[src/rtl/pacer_pkg.sv]
package pacer_pkg;

    localparam int LEN_W = 4;

    typedef struct packed {
        logic [LEN_W-1:0] burst_len;
        logic             diff_mode;
        logic             burst_en;
        logic             gate_ext;
        logic             aux_ref_and;
    } ctrl_t;

    typedef enum logic [1:0] {
        SEQ_IDLE,
        SEQ_WAIT_HI,
        SEQ_WAIT_LO
    } seq_state_e;

    localparam logic [1:0] ADDR_CTRL    = 2'd0;
    localparam logic [1:0] ADDR_DIV_A   = 2'd1;
    localparam logic [1:0] ADDR_DIV_B   = 2'd2;
    localparam logic [1:0] ADDR_DIV_AUX = 2'd3;

endpackage

[src/rtl/pacer_sync2.sv]
module pacer_sync2 #(
    parameter int               WIDTH     = 1,
    parameter logic [WIDTH-1:0] RESET_VAL = '0
) (
    input  logic             clk,
    input  logic             rst_n,
    input  logic [WIDTH-1:0] d,
    output logic [WIDTH-1:0] q
);

    typedef struct packed {
        logic [WIDTH-1:0] meta;
        logic [WIDTH-1:0] stable;
    } sync_t;

    sync_t s_d, s_q;

    always_comb begin
        s_d.meta   = d;
        s_d.stable = s_q.meta;
    end

    always_ff @(posedge clk or negedge rst_n) begin
        if (!rst_n) begin
            s_q.meta   <= RESET_VAL;
            s_q.stable <= RESET_VAL;
        end else begin
            s_q <= s_d;
        end
    end

    assign q = s_q.stable;

endmodule

[src/rtl/pacer_timebase.sv]
module pacer_timebase #(
    parameter int PRESCALE = 10
) (
    input  logic clk,
    input  logic rst_n,
    output logic fast_stb,
    output logic ref_level
);

    localparam int              PS_W   = (PRESCALE > 1) ? $clog2(PRESCALE) : 1;
    localparam logic [PS_W-1:0] LAST_V = PS_W'(PRESCALE - 1);
    localparam logic [PS_W-1:0] HALF_V = PS_W'(PRESCALE / 2);

    typedef struct packed {
        logic [PS_W-1:0] div1;
        logic [PS_W-1:0] div2;
        logic            stb;
        logic            ref_lvl;
    } tb_t;

    tb_t tb_d, tb_q;

    always_comb begin
        tb_d     = tb_q;
        tb_d.stb = 1'b0;
        if (tb_q.div1 == LAST_V) begin
            tb_d.div1 = '0;
            tb_d.stb  = 1'b1;
        end else begin
            tb_d.div1 = tb_q.div1 + 1'b1;
        end
        if (tb_q.stb) begin
            tb_d.div2 = (tb_q.div2 == LAST_V) ? '0 : tb_q.div2 + 1'b1;
        end
        tb_d.ref_lvl = (tb_d.div2 < HALF_V);
    end

    always_ff @(posedge clk or negedge rst_n) begin
        if (!rst_n) begin
            tb_q <= '{div1: '0, div2: '0, stb: 1'b0, ref_lvl: 1'b1};
        end else begin
            tb_q <= tb_d;
        end
    end

    assign fast_stb  = tb_q.stb;
    assign ref_level = tb_q.ref_lvl;

    // the fast strobe is a single-cycle pulse
    a_r2_strobe_single: assert property (@(posedge clk) disable iff (!rst_n)
        tb_q.stb |=> !tb_q.stb);

    // the reference only moves on a fast strobe
    a_r10_ref_on_strobe: assert property (@(posedge clk) disable iff (!rst_n)
        !tb_q.stb |=> $stable(tb_q.div2));

endmodule

[src/rtl/pacer_rate_counter.sv]
module pacer_rate_counter #(
    parameter int CNT_W = 16
) (
    input  logic             clk,
    input  logic             rst_n,
    input  logic             en,
    input  logic             gate,
    input  logic             load,
    input  logic [CNT_W-1:0] load_val,
    output logic             pulse
);

    localparam int             C_W    = CNT_W + 1;
    localparam logic [C_W-1:0] FULL_V = C_W'(1) << CNT_W;
    localparam logic [C_W-1:0] ONE_V  = C_W'(1);

    typedef struct packed {
        logic [CNT_W-1:0] div;
        logic [C_W-1:0]   count;
        logic             gate_prev;
        logic             pulse;
    } cnt_t;

    cnt_t c_d, c_q;

    function automatic logic [C_W-1:0] eff_div(input logic [CNT_W-1:0] v);
        return (v == '0) ? FULL_V : {1'b0, v};
    endfunction

    always_comb begin
        c_d           = c_q;
        c_d.pulse     = 1'b0;
        c_d.gate_prev = gate;
        if (load) begin
            c_d.div   = load_val;
            c_d.count = eff_div(load_val);
        end else if (gate && !c_q.gate_prev) begin
            c_d.count = eff_div(c_q.div);
        end else if (gate && en) begin
            if (c_q.count == ONE_V) begin
                c_d.pulse = 1'b1;
                c_d.count = eff_div(c_q.div);
            end else begin
                c_d.count = c_q.count - ONE_V;
            end
        end
    end

    always_ff @(posedge clk or negedge rst_n) begin
        if (!rst_n) begin
            c_q <= '{div: '0, count: FULL_V, gate_prev: 1'b1, pulse: 1'b0};
        end else begin
            c_q <= c_d;
        end
    end

    assign pulse = c_q.pulse;

    // output pulses are one clock wide
    a_r2_pulse_single: assert property (@(posedge clk) disable iff (!rst_n)
        c_q.pulse |=> !c_q.pulse);

    // a low gate freezes the count and blocks the output
    a_r8_gate_freezes: assert property (@(posedge clk) disable iff (!rst_n)
        (!gate && !load) |=> $stable(c_q.count));

    a_r8_gate_no_pulse: assert property (@(posedge clk) disable iff (!rst_n)
        !gate |=> !c_q.pulse);

    // the count never reaches zero
    always_ff @(posedge clk) begin
        if (rst_n) begin
            a_r2_count_nonzero: assert (c_q.count != '0);
        end
    end

endmodule

[src/rtl/pacer_burst_seq.sv]
module pacer_burst_seq
    import pacer_pkg::*;
#(
    parameter int DIFF_MAX = 8
) (
    input  logic             clk,
    input  logic             rst_n,
    input  logic             tick,
    input  logic             burst_en,
    input  logic             diff_mode,
    input  logic [LEN_W-1:0] len_code,
    input  logic             busy,
    input  logic             clr_ovr,
    output logic             start,
    output logic             overrun
);

    localparam logic [LEN_W-1:0] DIFF_CAP = LEN_W'(DIFF_MAX - 1);

    typedef struct packed {
        seq_state_e       st;
        logic [LEN_W-1:0] rem;
        logic             start;
        logic             ovr;
    } seq_t;

    seq_t s_d, s_q;

    always_comb begin
        s_d       = s_q;
        s_d.start = 1'b0;
        if (clr_ovr) begin
            s_d.ovr = 1'b0;
        end
        unique case (s_q.st)
            SEQ_IDLE: begin
                if (tick) begin
                    s_d.start = 1'b1;
                    if (burst_en) begin
                        s_d.rem = (diff_mode && (len_code > DIFF_CAP)) ? DIFF_CAP : len_code;
                        s_d.st  = SEQ_WAIT_HI;
                    end
                end
            end
            SEQ_WAIT_HI: begin
                if (tick) begin
                    s_d.ovr = 1'b1;
                end
                if (busy) begin
                    s_d.st = SEQ_WAIT_LO;
                end
            end
            SEQ_WAIT_LO: begin
                if (tick) begin
                    s_d.ovr = 1'b1;
                end
                if (!busy) begin
                    if (s_q.rem != '0) begin
                        s_d.start = 1'b1;
                        s_d.rem   = s_q.rem - 1'b1;
                        s_d.st    = SEQ_WAIT_HI;
                    end else begin
                        s_d.st = SEQ_IDLE;
                    end
                end
            end
            default: s_d.st = SEQ_IDLE;
        endcase
    end

    always_ff @(posedge clk or negedge rst_n) begin
        if (!rst_n) begin
            s_q <= '{st: SEQ_IDLE, rem: '0, start: 1'b0, ovr: 1'b0};
        end else begin
            s_q <= s_d;
        end
    end

    assign start   = s_q.start;
    assign overrun = s_q.ovr;

    // no start while the converter is still busy
    a_r5_wait_busy: assert property (@(posedge clk) disable iff (!rst_n)
        (s_q.st == SEQ_WAIT_LO && busy) |=> !s_q.start);

    // overrun is sticky until cleared
    a_r6_ovr_sticky: assert property (@(posedge clk) disable iff (!rst_n)
        (s_q.ovr && !clr_ovr) |=> s_q.ovr);

    a_r6_ovr_clear: assert property (@(posedge clk) disable iff (!rst_n)
        (clr_ovr && !tick) |=> !s_q.ovr);

    // a tick during a running burst issues nothing
    a_r6_tick_dropped: assert property (@(posedge clk) disable iff (!rst_n)
        (s_q.st == SEQ_WAIT_HI && tick) |=> !s_q.start);

    // differential bursts are capped
    a_r4_diff_cap: assert property (@(posedge clk) disable iff (!rst_n)
        (s_q.st == SEQ_IDLE && tick && burst_en && diff_mode) |=> (s_q.rem <= DIFF_CAP));

    // outside burst mode a tick gives one start and no run
    a_r7_single_start: assert property (@(posedge clk) disable iff (!rst_n)
        (s_q.st == SEQ_IDLE && tick && !burst_en) |=> (s_q.start && s_q.st == SEQ_IDLE));

endmodule

[src/rtl/adc_pacer_burst.sv]
module adc_pacer_burst
    import pacer_pkg::*;
#(
    parameter int PRESCALE = 10,
    parameter int CNT_W    = 16,
    parameter int DIFF_MAX = 8
) (
    input  logic             clk,
    input  logic             rst_n,
    input  logic             wr_en,
    input  logic [1:0]       wr_addr,
    input  logic [CNT_W-1:0] wr_data,
    input  logic             ext_clk_in,
    input  logic             ext_gate_in,
    input  logic             conv_busy,
    output logic             conv_start,
    output logic             aux_tick,
    output logic             overrun
);

    localparam int CTRL_W = $bits(ctrl_t);
    localparam int N_CNT  = 3;

    typedef struct packed {
        ctrl_t ctrl;
        logic  aux_src_prev;
    } top_t;

    top_t t_d, t_q;

    logic             clk_s, gate_s;
    logic             fast_stb, ref_level;
    logic             aux_src, aux_stb, gate_eff, ctrl_wr;
    logic [N_CNT-1:0] en_v, gate_v, load_v, pulse_v;

    pacer_sync2 #(
        .WIDTH     (2),
        .RESET_VAL (2'b11)
    ) i_sync (
        .clk   (clk),
        .rst_n (rst_n),
        .d     ({ext_clk_in, ext_gate_in}),
        .q     ({clk_s, gate_s})
    );

    pacer_timebase #(
        .PRESCALE (PRESCALE)
    ) i_timebase (
        .clk       (clk),
        .rst_n     (rst_n),
        .fast_stb  (fast_stb),
        .ref_level (ref_level)
    );

    assign ctrl_wr  = wr_en && (wr_addr == ADDR_CTRL);
    assign aux_src  = t_q.ctrl.aux_ref_and ? (ref_level & clk_s) : clk_s;
    assign aux_stb  = aux_src & ~t_q.aux_src_prev;
    assign gate_eff = t_q.ctrl.gate_ext ? gate_s : 1'b1;

    always_comb begin
        t_d              = t_q;
        t_d.aux_src_prev = aux_src;
        if (ctrl_wr) begin
            t_d.ctrl = ctrl_t'(wr_data[CTRL_W-1:0]);
        end
    end

    always_ff @(posedge clk or negedge rst_n) begin
        if (!rst_n) begin
            t_q <= '{ctrl: '0, aux_src_prev: 1'b1};
        end else begin
            t_q <= t_d;
        end
    end

    // counter 0 and 1 form the pacer cascade, counter 2 is the auxiliary channel
    assign en_v   = {aux_stb, pulse_v[0], fast_stb};
    assign gate_v = {1'b1, gate_eff, gate_eff};

    for (genvar gi = 0; gi < N_CNT; gi++) begin : g_cnt
        assign load_v[gi] = wr_en && (wr_addr == 2'(gi + 1));
        pacer_rate_counter #(
            .CNT_W (CNT_W)
        ) i_cnt (
            .clk      (clk),
            .rst_n    (rst_n),
            .en       (en_v[gi]),
            .gate     (gate_v[gi]),
            .load     (load_v[gi]),
            .load_val (wr_data),
            .pulse    (pulse_v[gi])
        );
    end

    pacer_burst_seq #(
        .DIFF_MAX (DIFF_MAX)
    ) i_seq (
        .clk       (clk),
        .rst_n     (rst_n),
        .tick      (pulse_v[1]),
        .burst_en  (t_q.ctrl.burst_en),
        .diff_mode (t_q.ctrl.diff_mode),
        .len_code  (t_q.ctrl.burst_len),
        .busy      (conv_busy),
        .clr_ovr   (ctrl_wr),
        .start     (conv_start),
        .overrun   (overrun)
    );

    assign aux_tick = pulse_v[2];

    // conversion starts are never back to back
    a_r2_start_single: assert property (@(posedge clk) disable iff (!rst_n)
        conv_start |=> !conv_start);

    // blocked reference with a low pin yields no auxiliary strobe
    a_r12_aux_blocked: assert property (@(posedge clk) disable iff (!rst_n)
        (t_q.ctrl.aux_ref_and && !clk_s) |-> !aux_stb);

    // with external gating off, the pacer gate is high
    a_r9_gate_tied: assert property (@(posedge clk) disable iff (!rst_n)
        (!t_q.ctrl.gate_ext && !gate_s) |-> gate_v[1]);

endmodule

[config.mk]
export PLATFORM = sky130hd
export DESIGN_NAME = adc_pacer_burst
export DESIGN_NICKNAME = d
export VERILOG_FILES = /design/src/rtl/pacer_pkg.sv /design/src/rtl/pacer_sync2.sv /design/src/rtl/pacer_timebase.sv /design/src/rtl/pacer_rate_counter.sv /design/src/rtl/pacer_burst_seq.sv /design/src/rtl/adc_pacer_burst.sv
export SDC_FILE = /design/constraint.sdc
export NUM_CORES = 1
export LEC_CHECK = 0
export BUFFER_PORTS_ARGS = -buffer_cell sky130_fd_sc_hd__buf_2
export CAP_MARGIN = 20
export CORE_MARGIN = 5
export CORE_UTILIZATION = 50
export CTS_CLUSTER_DIAMETER = 50
export DETAILED_ROUTE_END_ITERATION = 10
export GPL_ROUTABILITY_DRIVEN = 0
export GPL_TIMING_DRIVEN = 0
export PLACE_DENSITY = 0.69
export SLEW_MARGIN = 20
export SYNTH_ARGS = -nofsm -noshare
export SYNTH_HDL_FRONTEND = slang
export SYNTH_SLANG_ARGS = --single-unit
[constraint.sdc]
create_clock -name clk -period 8 [get_ports clk]
set_clock_uncertainty 0.15 [all_clocks]
set_input_delay 0.4 -clock clk [delete_from_list [all_inputs] [get_ports clk]]
set_output_delay 0.4 -clock clk [all_outputs]
set_load 0.02 [all_outputs]
==> flow_summary.yaml, run 1 <==
floorplanning:
  initial_core_util: 0.509
  rows: 43
  dieArea_um2: 16600
  dieHeight_um: 129
  core-area_um2: 13900
  pin_count: 27
  die_x_um: 129
yosys:
  synth_warnings: 0
  synth_seq_cells: 134
  ys_async_sr_fraction: 1.00
  syn-num-nets: 841
  synth_top_family_by_area: "simple AND/OR/NAND/NOR gates"
  synth.distinct_cells: 65
  synth_xor_area_frac: 0.0272
  synth-compound-area-share: 0.183
  syn-instance-count: 804
  synth_area_per_cell_um2: 8.80
  synth_fa_ha_area_frac: 0.0230
  synthFlopType: "dfrtp_1"
  ys_seq_area_frac: 0.476
  synthMuxAreaShare: 0.0170
  synth_enable_flop_cells: 0
  syn-cell-area_um2: 7070
  synthSimpleGateAreaFrac: 0.243
grt:
  grt_usage: 0.256
  overflow: 0
  grt_max_degree: 81
  grt_pass1_vias: 6430
  antenna_found_initial: 0
  grt_pass1_wl_um: 33200
timing:
  post-route-period-util: 0.363
  hold_viol_final: 0
  relSlewSlack: 0.301
  clock.fmax_mhz: 344
  fin_setup_tns_ns: 0
  min_period_ns: 2.91
  slew_violations: 0
  setup_viol: 0
  final.setup.worst_slack_ns: 5.09
  rsz0062_at_grt: "false"
  worstMarginPinSlew_ns: 1.03
cells_and_area:
  fin_util: 0.585
  area_growth_pct: 14.9
  fill_cells: 1228
  fin_area_um2: 8130
  drive_gt1_frac: 0.103
  diodes: 0
  nets: 890
routing:
  remaining_drc_errors: 0
  drt_iter0_drc: 705
  vias: 6522
  vias_per_cell: 6.24
  wl_um: 20400
  dr.pass1.iters: 7
  avgRoutedWirePerCell_um: 19.5
  antenna_left: 0
power:
  pwr-share-comb: 0.215
  swShare: 0.324
  ir_drop_mv: 0.185
  power.switching_w: 0.000745
  p_leak_nw: 3.52
  clockPowerShare: 0.358
  design_power_total_w: 0.00230
  power_density_nw_per_um2: 283
  p_int_w: 0.00155
  pwr-share-seq: 0.427
setup_path:
  cp.required_ns: 8.16
  critPathTopFamily: "simple AND/OR/NAND/NOR gates"
  end_kind: "flop"
  critPathMaxStageDelay_ns: 0.53
  cp.buffers_inverters: 2
  crit_path_top_delay_cell: "or4b_1"
  cp_max_fo: 6
  cp_data_arrival_time_ns: 3.07
  cp-start-kind: "flop"
  critical_path_class: "flop to flop"
  path_cells: "inv_1 -> ha_1 -> or4b_1 -> or4_1 -> clkbuf_1 -> nor3_1 -> xnor2_1 -> a21oi_1 -> a221o_1"
place:
  pre_cts_ws_ns: 5.14
  port_buffers: 26
  dp_hpwl_um: 14100
  placed_area_um2: 7470
clock_tree:
  cts_root_buf: "clkbuf_16"
  cts_max_level: 4
  clkSinkCount: 134
  cts_setup_buffers: 0
  clock_latency_ns: 0.43
  clockBufferDepth: 2
  cts_tree: "yes"
  clk_pin_slew_ns: 0.06
  numCtsBuffers: 17
run_status:
  status: "finished clean"
run:
  drv.max_cap_violation_count: 0
hold_path:
  hp-class: "primary input to flop"
[path summary, 6_finish.rpt]
kind	cells past startpoint	end	start	slack, ns
worst min register to register	0	i_sync.q[1]	i_sync.s_d[1]	0.21
worst max-delay path	9	g_cnt[1].i_cnt.c_q[16]	g_cnt[1].i_cnt.c_q[2]	5.09
min in group asynchronous	2	g_cnt[2].i_cnt.c_q[10]	rst_n	0.33
worst min-delay path	3	g_cnt[1].i_cnt.c_q[32]	wr_data[13]	0.13
worst max register to register	9	g_cnt[1].i_cnt.c_q[16]	g_cnt[1].i_cnt.c_q[2]	5.09
max in group asynchronous	3	g_cnt[1].i_cnt.c_q[1]	rst_n	6.59
[metrics by stage]
step | hold WS [ns] | std cells
global route | 0.126 | 1046
floorplan | -0.0456 | 804
CTS | 0.115 | 1046
finish | 0.128 | 1046
global placement | 0.196 | 1010
detailed placement | 0.198 | 1011
[cell usage after synthesis, drive strengths merged (10+ instances only)]
master	number	area, um^2
xnor2	14	123
dfstp	10	263
a21oi	36	180
dfrtp	124	3100
o211ai	22	165
nor3	31	155
nor2	55	206
nand2	186	698
o21ai	58	290
clkbuf	29	109
nand3	17	85.1
inv	22	82.6
nor4	28	181
ha	13	163
a211oi	11	82.6
[registers in the layout (all words and copies together), names as in the netlist]
signal,count
i_seq.overrun,1
g_cnt.i_cnt.c_q,100
i_seq.s_q,6
i_seq.start,1
i_sync.s_d,2
i_timebase.tb_q,8
i_timebase.ref_level,1
i_timebase.fast_stb,1
g_cnt.i_cnt.pulse,3
i_sync.q,2
t_q,9
[repair_timing]
action,CTS,global route
hold buffers,3,0
gates resized for setup,0,0
endpoints found under the hold margin,54,0
[cell usage in the layout, fill, tap and decap left out, types with 7 or more instances in the layout]
| master | count |
|---|---|
| a211oi_1 | 11 |
| a21oi_1 | 36 |
| a221o_1 | 7 |
| a22oi_1 | 7 |
| a31oi_1 | 7 |
| buf_2 | 27 |
| clkbuf_1 | 31 |
| clkbuf_16 | 17 |
| clkbuf_8 | 8 |
| dfrtp_1 | 124 |
| dfstp_2 | 10 |
| ha_1 | 13 |
| inv_1 | 22 |
| mux2_2 | 8 |
| nand2_1 | 186 |
| nand3_1 | 17 |
| nor2_1 | 55 |
| nor3_1 | 31 |
| nor4_1 | 27 |
| o211ai_1 | 22 |
| o21ai_0 | 58 |
| xnor2_1 | 14 |
| xor2_1 | 8 |
[cell families after synthesis]
kind of cell	after synthesis
buf+inv	55
simple gates	372
compound gates	197
xor+xnor	22
fa+ha+maj	13
flops	134
mux	11
[worst register-to-register path, stage by stage, from the launching register on]
cell and delay [ns]:
dfrtp_1 0.44, inv_1 0.13, ha_1 0.21, or4b_1 0.53
or4_1 0.43, clkbuf_1 0.19, nor3_1 0.22, xnor2_1 0.15
a21oi_1 0.08, a221o_1 0.26
[cell type report]
cell class / count / area [um^2] / share of cell area
Inverter: 22 / 82.6 / 0.0102
Buffer: 33 / 134 / 0.0165
Multi-Input combinational cell: 615 / 3490 / 0.430
Timing Repair Buffer: 30 / 198 / 0.0243
Clock inverter: 5 / 83.8 / 0.0103
Clock buffer: 27 / 543 / 0.0668
Tap cell: 180 / 225 / 0.0277
Sequential cell: 134 / 3370 / 0.414
[metal layers]
| layer | global-route usage | wire length [um] | vias to the layer above | part of all wire |
|---|---|---|---|---|
| met2 | 0.393 | 9230 | 303 | 0.45 |
| li1 | - | - | 2998 | - |
| met4 | 0.125 | 822 | 0 | 0.040 |
| met5 | 0 | 0 | - | 0 |
| met1 | 0.337 | 8630 | 3139 | 0.42 |
| met3 | 0.0681 | 1670 | 82 | 0.082 |
[power groups by stage]
| stage | Combinational, W | Clock, W | Sequential [W] |
|---|---|---|---|
| global placement | 0.000462 | 0 | 0.000975 |
| global route | 0.000563 | 0.000856 | 0.000999 |
| detailed placement | 0.000487 | 0 | 0.000983 |
| CTS | 0.000490 | 0.000827 | 0.000974 |
| finish | 0.000495 | 0.000822 | 0.000980 |
| floorplan | 0.000362 | 0 | 0.000939 |
Power figures use the tool's default switching activity.
==> run 2, diff against run 1 <==
==> constraint.sdc (replaced) <==
create_clock -name clk -period 3 [get_ports clk]
set_clock_uncertainty 0.15 [all_clocks]
set_input_delay 0.15 -clock clk [delete_from_list [all_inputs] [get_ports clk]]
set_output_delay 0.15 -clock clk [all_outputs]
set_load 0.02 [all_outputs]
==> run 2 against run 1 <==
Net effect: clock power grew to 2.7 times the previous value; largest power group unchanged; sequential cell count did not move; largest cell class unchanged; cell count up 1.6%; critical endpoint is now g_cnt[1].i_cnt.c_q[14]; via count up 1.1%.
==> flow_summary.yaml, run 2 (synthesis gave the netlist of run 1 again) <==
run_status:
  status: "finished clean"
timing:
  hold_viol_final: 0
  worstMarginPinSlew_ns: 1.05
  final.setup.worst_slack_ns: 0.0953
  post-route-period-util: 0.968
  min_period_ns: 2.90
  setup_viol: 0
  fin_setup_tns_ns: 0
  slew_violations: 0
  rsz0062_at_grt: "true"
  clock.fmax_mhz: 344
  relSlewSlack: 0.288
floorplanning:
  die_x_um: 129
  rows: 43
  pin_count: 27
  dieArea_um2: 16600
  dieHeight_um: 129
  core-area_um2: 13900
  initial_core_util: 0.509
cells_and_area:
  fill_cells: 1212
  nets: 907
  largest_reg_flops: 100
  top_regs: "g_cnt.i_cnt.c_q x100, t_q x9, i_timebase.tb_q x8"
  diodes: 0
  fin_area_um2: 8330
  final_common_cell: "nand2_1"
  drive_gt1_frac: 0.105
  top_register: "g_cnt.i_cnt.c_q"
  final_cell_mix: "nand2_1, dfrtp_1, o21ai_0"
  area_growth_pct: 17.8
routing:
  drt_iter0_drc: 845
  antenna_left: 0
  remaining_drc_errors: 0
  wl_um: 20600
  vias_per_cell: 6.20
  dr.pass1.iters: 6
  avgRoutedWirePerCell_um: 19.4
  vias: 6593
place:
  pre_cts_ws_ns: 0.143
  port_buffers: 26
  dp_hpwl_um: 14100
  placed_area_um2: 7470
grt:
  antenna_found_initial: 0
  grt_usage: 0.257
  gr-usage-met3: 0.0677
  grt_pass1_vias: 6485
  overflow: 0
  gr-usage-met1: 0.338
  grt_most_used_layer: "met2"
  grt_pass1_wl_um: 33400
  grt_max_degree: 81
  use_met2: 0.395
clock_tree:
  cts_tree: "yes"
  cts_setup_buffers: 0
  cts_root_buf: "clkbuf_16"
  clockBufferDepth: 2
  numCtsBuffers: 17
  clk_pin_slew_ns: 0.06
  clock_latency_ns: 0.43
  cts_max_level: 4
  clkSinkCount: 134
power:
  ir_drop_mv: 0.496
  power_density_nw_per_um2: 739
  p_leak_nw: 3.59
  design_power_total_w: 0.00616
run:
  drv.max_cap_violation_count: 0
setup_path:
  cp.required_ns: 3.16
  cp_max_fo: 6
  critical_path_class: "flop to flop"
  cp_data_arrival_time_ns: 3.07
  cp-start-kind: "flop"
  end_kind: "flop"
hold_path:
  hp-class: "primary input to async pin"
[run 2: changes by cell type in the layout (fill, tap and decap cells not counted), sizes merged]
| cell | change |
|---|---|
| dlygate4sd3 | +17 |
[run 2: per-layer routing]
metal	share of wire	wire [um]
met5	0	0
met4	0.040	820
met3	0.083	1710
met2	0.45	9340
met1	0.42	8700
[run 2: worst paths after layout]
| path | startpoint | end | slack (ns) | cells past startpoint |
|---|---|---|---|---|
| max reg2reg | g_cnt[1].i_cnt.c_q[2] | g_cnt[1].i_cnt.c_q[14] | 0.1 | 9 |
| min in group clk | wr_addr[1] | i_seq.overrun | 0.11 | 3 |
| max in group asynchronous | rst_n | g_cnt[1].i_cnt.c_q[1] | 1.84 | 3 |
| max | g_cnt[1].i_cnt.c_q[2] | g_cnt[1].i_cnt.c_q[14] | 0.1 | 9 |
| min reg2reg | i_sync.s_d[1] | i_sync.q[1] | 0.21 | 0 |
| min | rst_n | g_cnt[2].i_cnt.c_q[10] | 0.08 | 2 |
[run 2: worst max-delay path, cell delays in order, from the launching register on]
cell      delay, ns
dfrtp_1        0.44
inv_1          0.13
ha_1           0.21
or4b_1         0.53
or4_1          0.43
clkbuf_1       0.20
nor3_1         0.22
xnor2_1        0.14
a21oi_1        0.08
a221o_1        0.26
[run 2: repair_timing]
action | CTS | global route
endpoints found under the setup margin | 0 | 5
hold endpoints to repair | 214 | 0
hold buffers | 20 | 0
resized for setup | 0 | 5
[run 2: report_power, final]
group | switching, W | internal (W) | leakage (nW)
sequential | 0.000442 | 0.00218 | 1.63
combinational | 0.000775 | 0.000572 | 1.66
clock | 0.000781 | 0.00140 | 0.302
[run 2: layout make-up]
class,instances,area (um^2),share of cell area
plain buffers,33,134,0.0161
clock buffers,27,543,0.0652
clock inverters,5,83.8,0.0101
inverters,22,82.6,0.00992
multi-input cells,615,3530,0.423
flip-flops and latches,134,3370,0.404
well taps,180,225,0.0270
repair buffers,47,368,0.0442
[run 2: stage by stage]
stage / utilization / std cells / hold WS (ns)
final: 0.600 / 1063 / 0.0844
after global routing: 0.600 / 1063 / 0.124
after CTS: 0.598 / 1063 / 0.0844
after detailed placement: 0.538 / 1011 / -0.0441
after global placement: 0.535 / 1010 / 0.106
after floorplan: - / 804 / -0.296
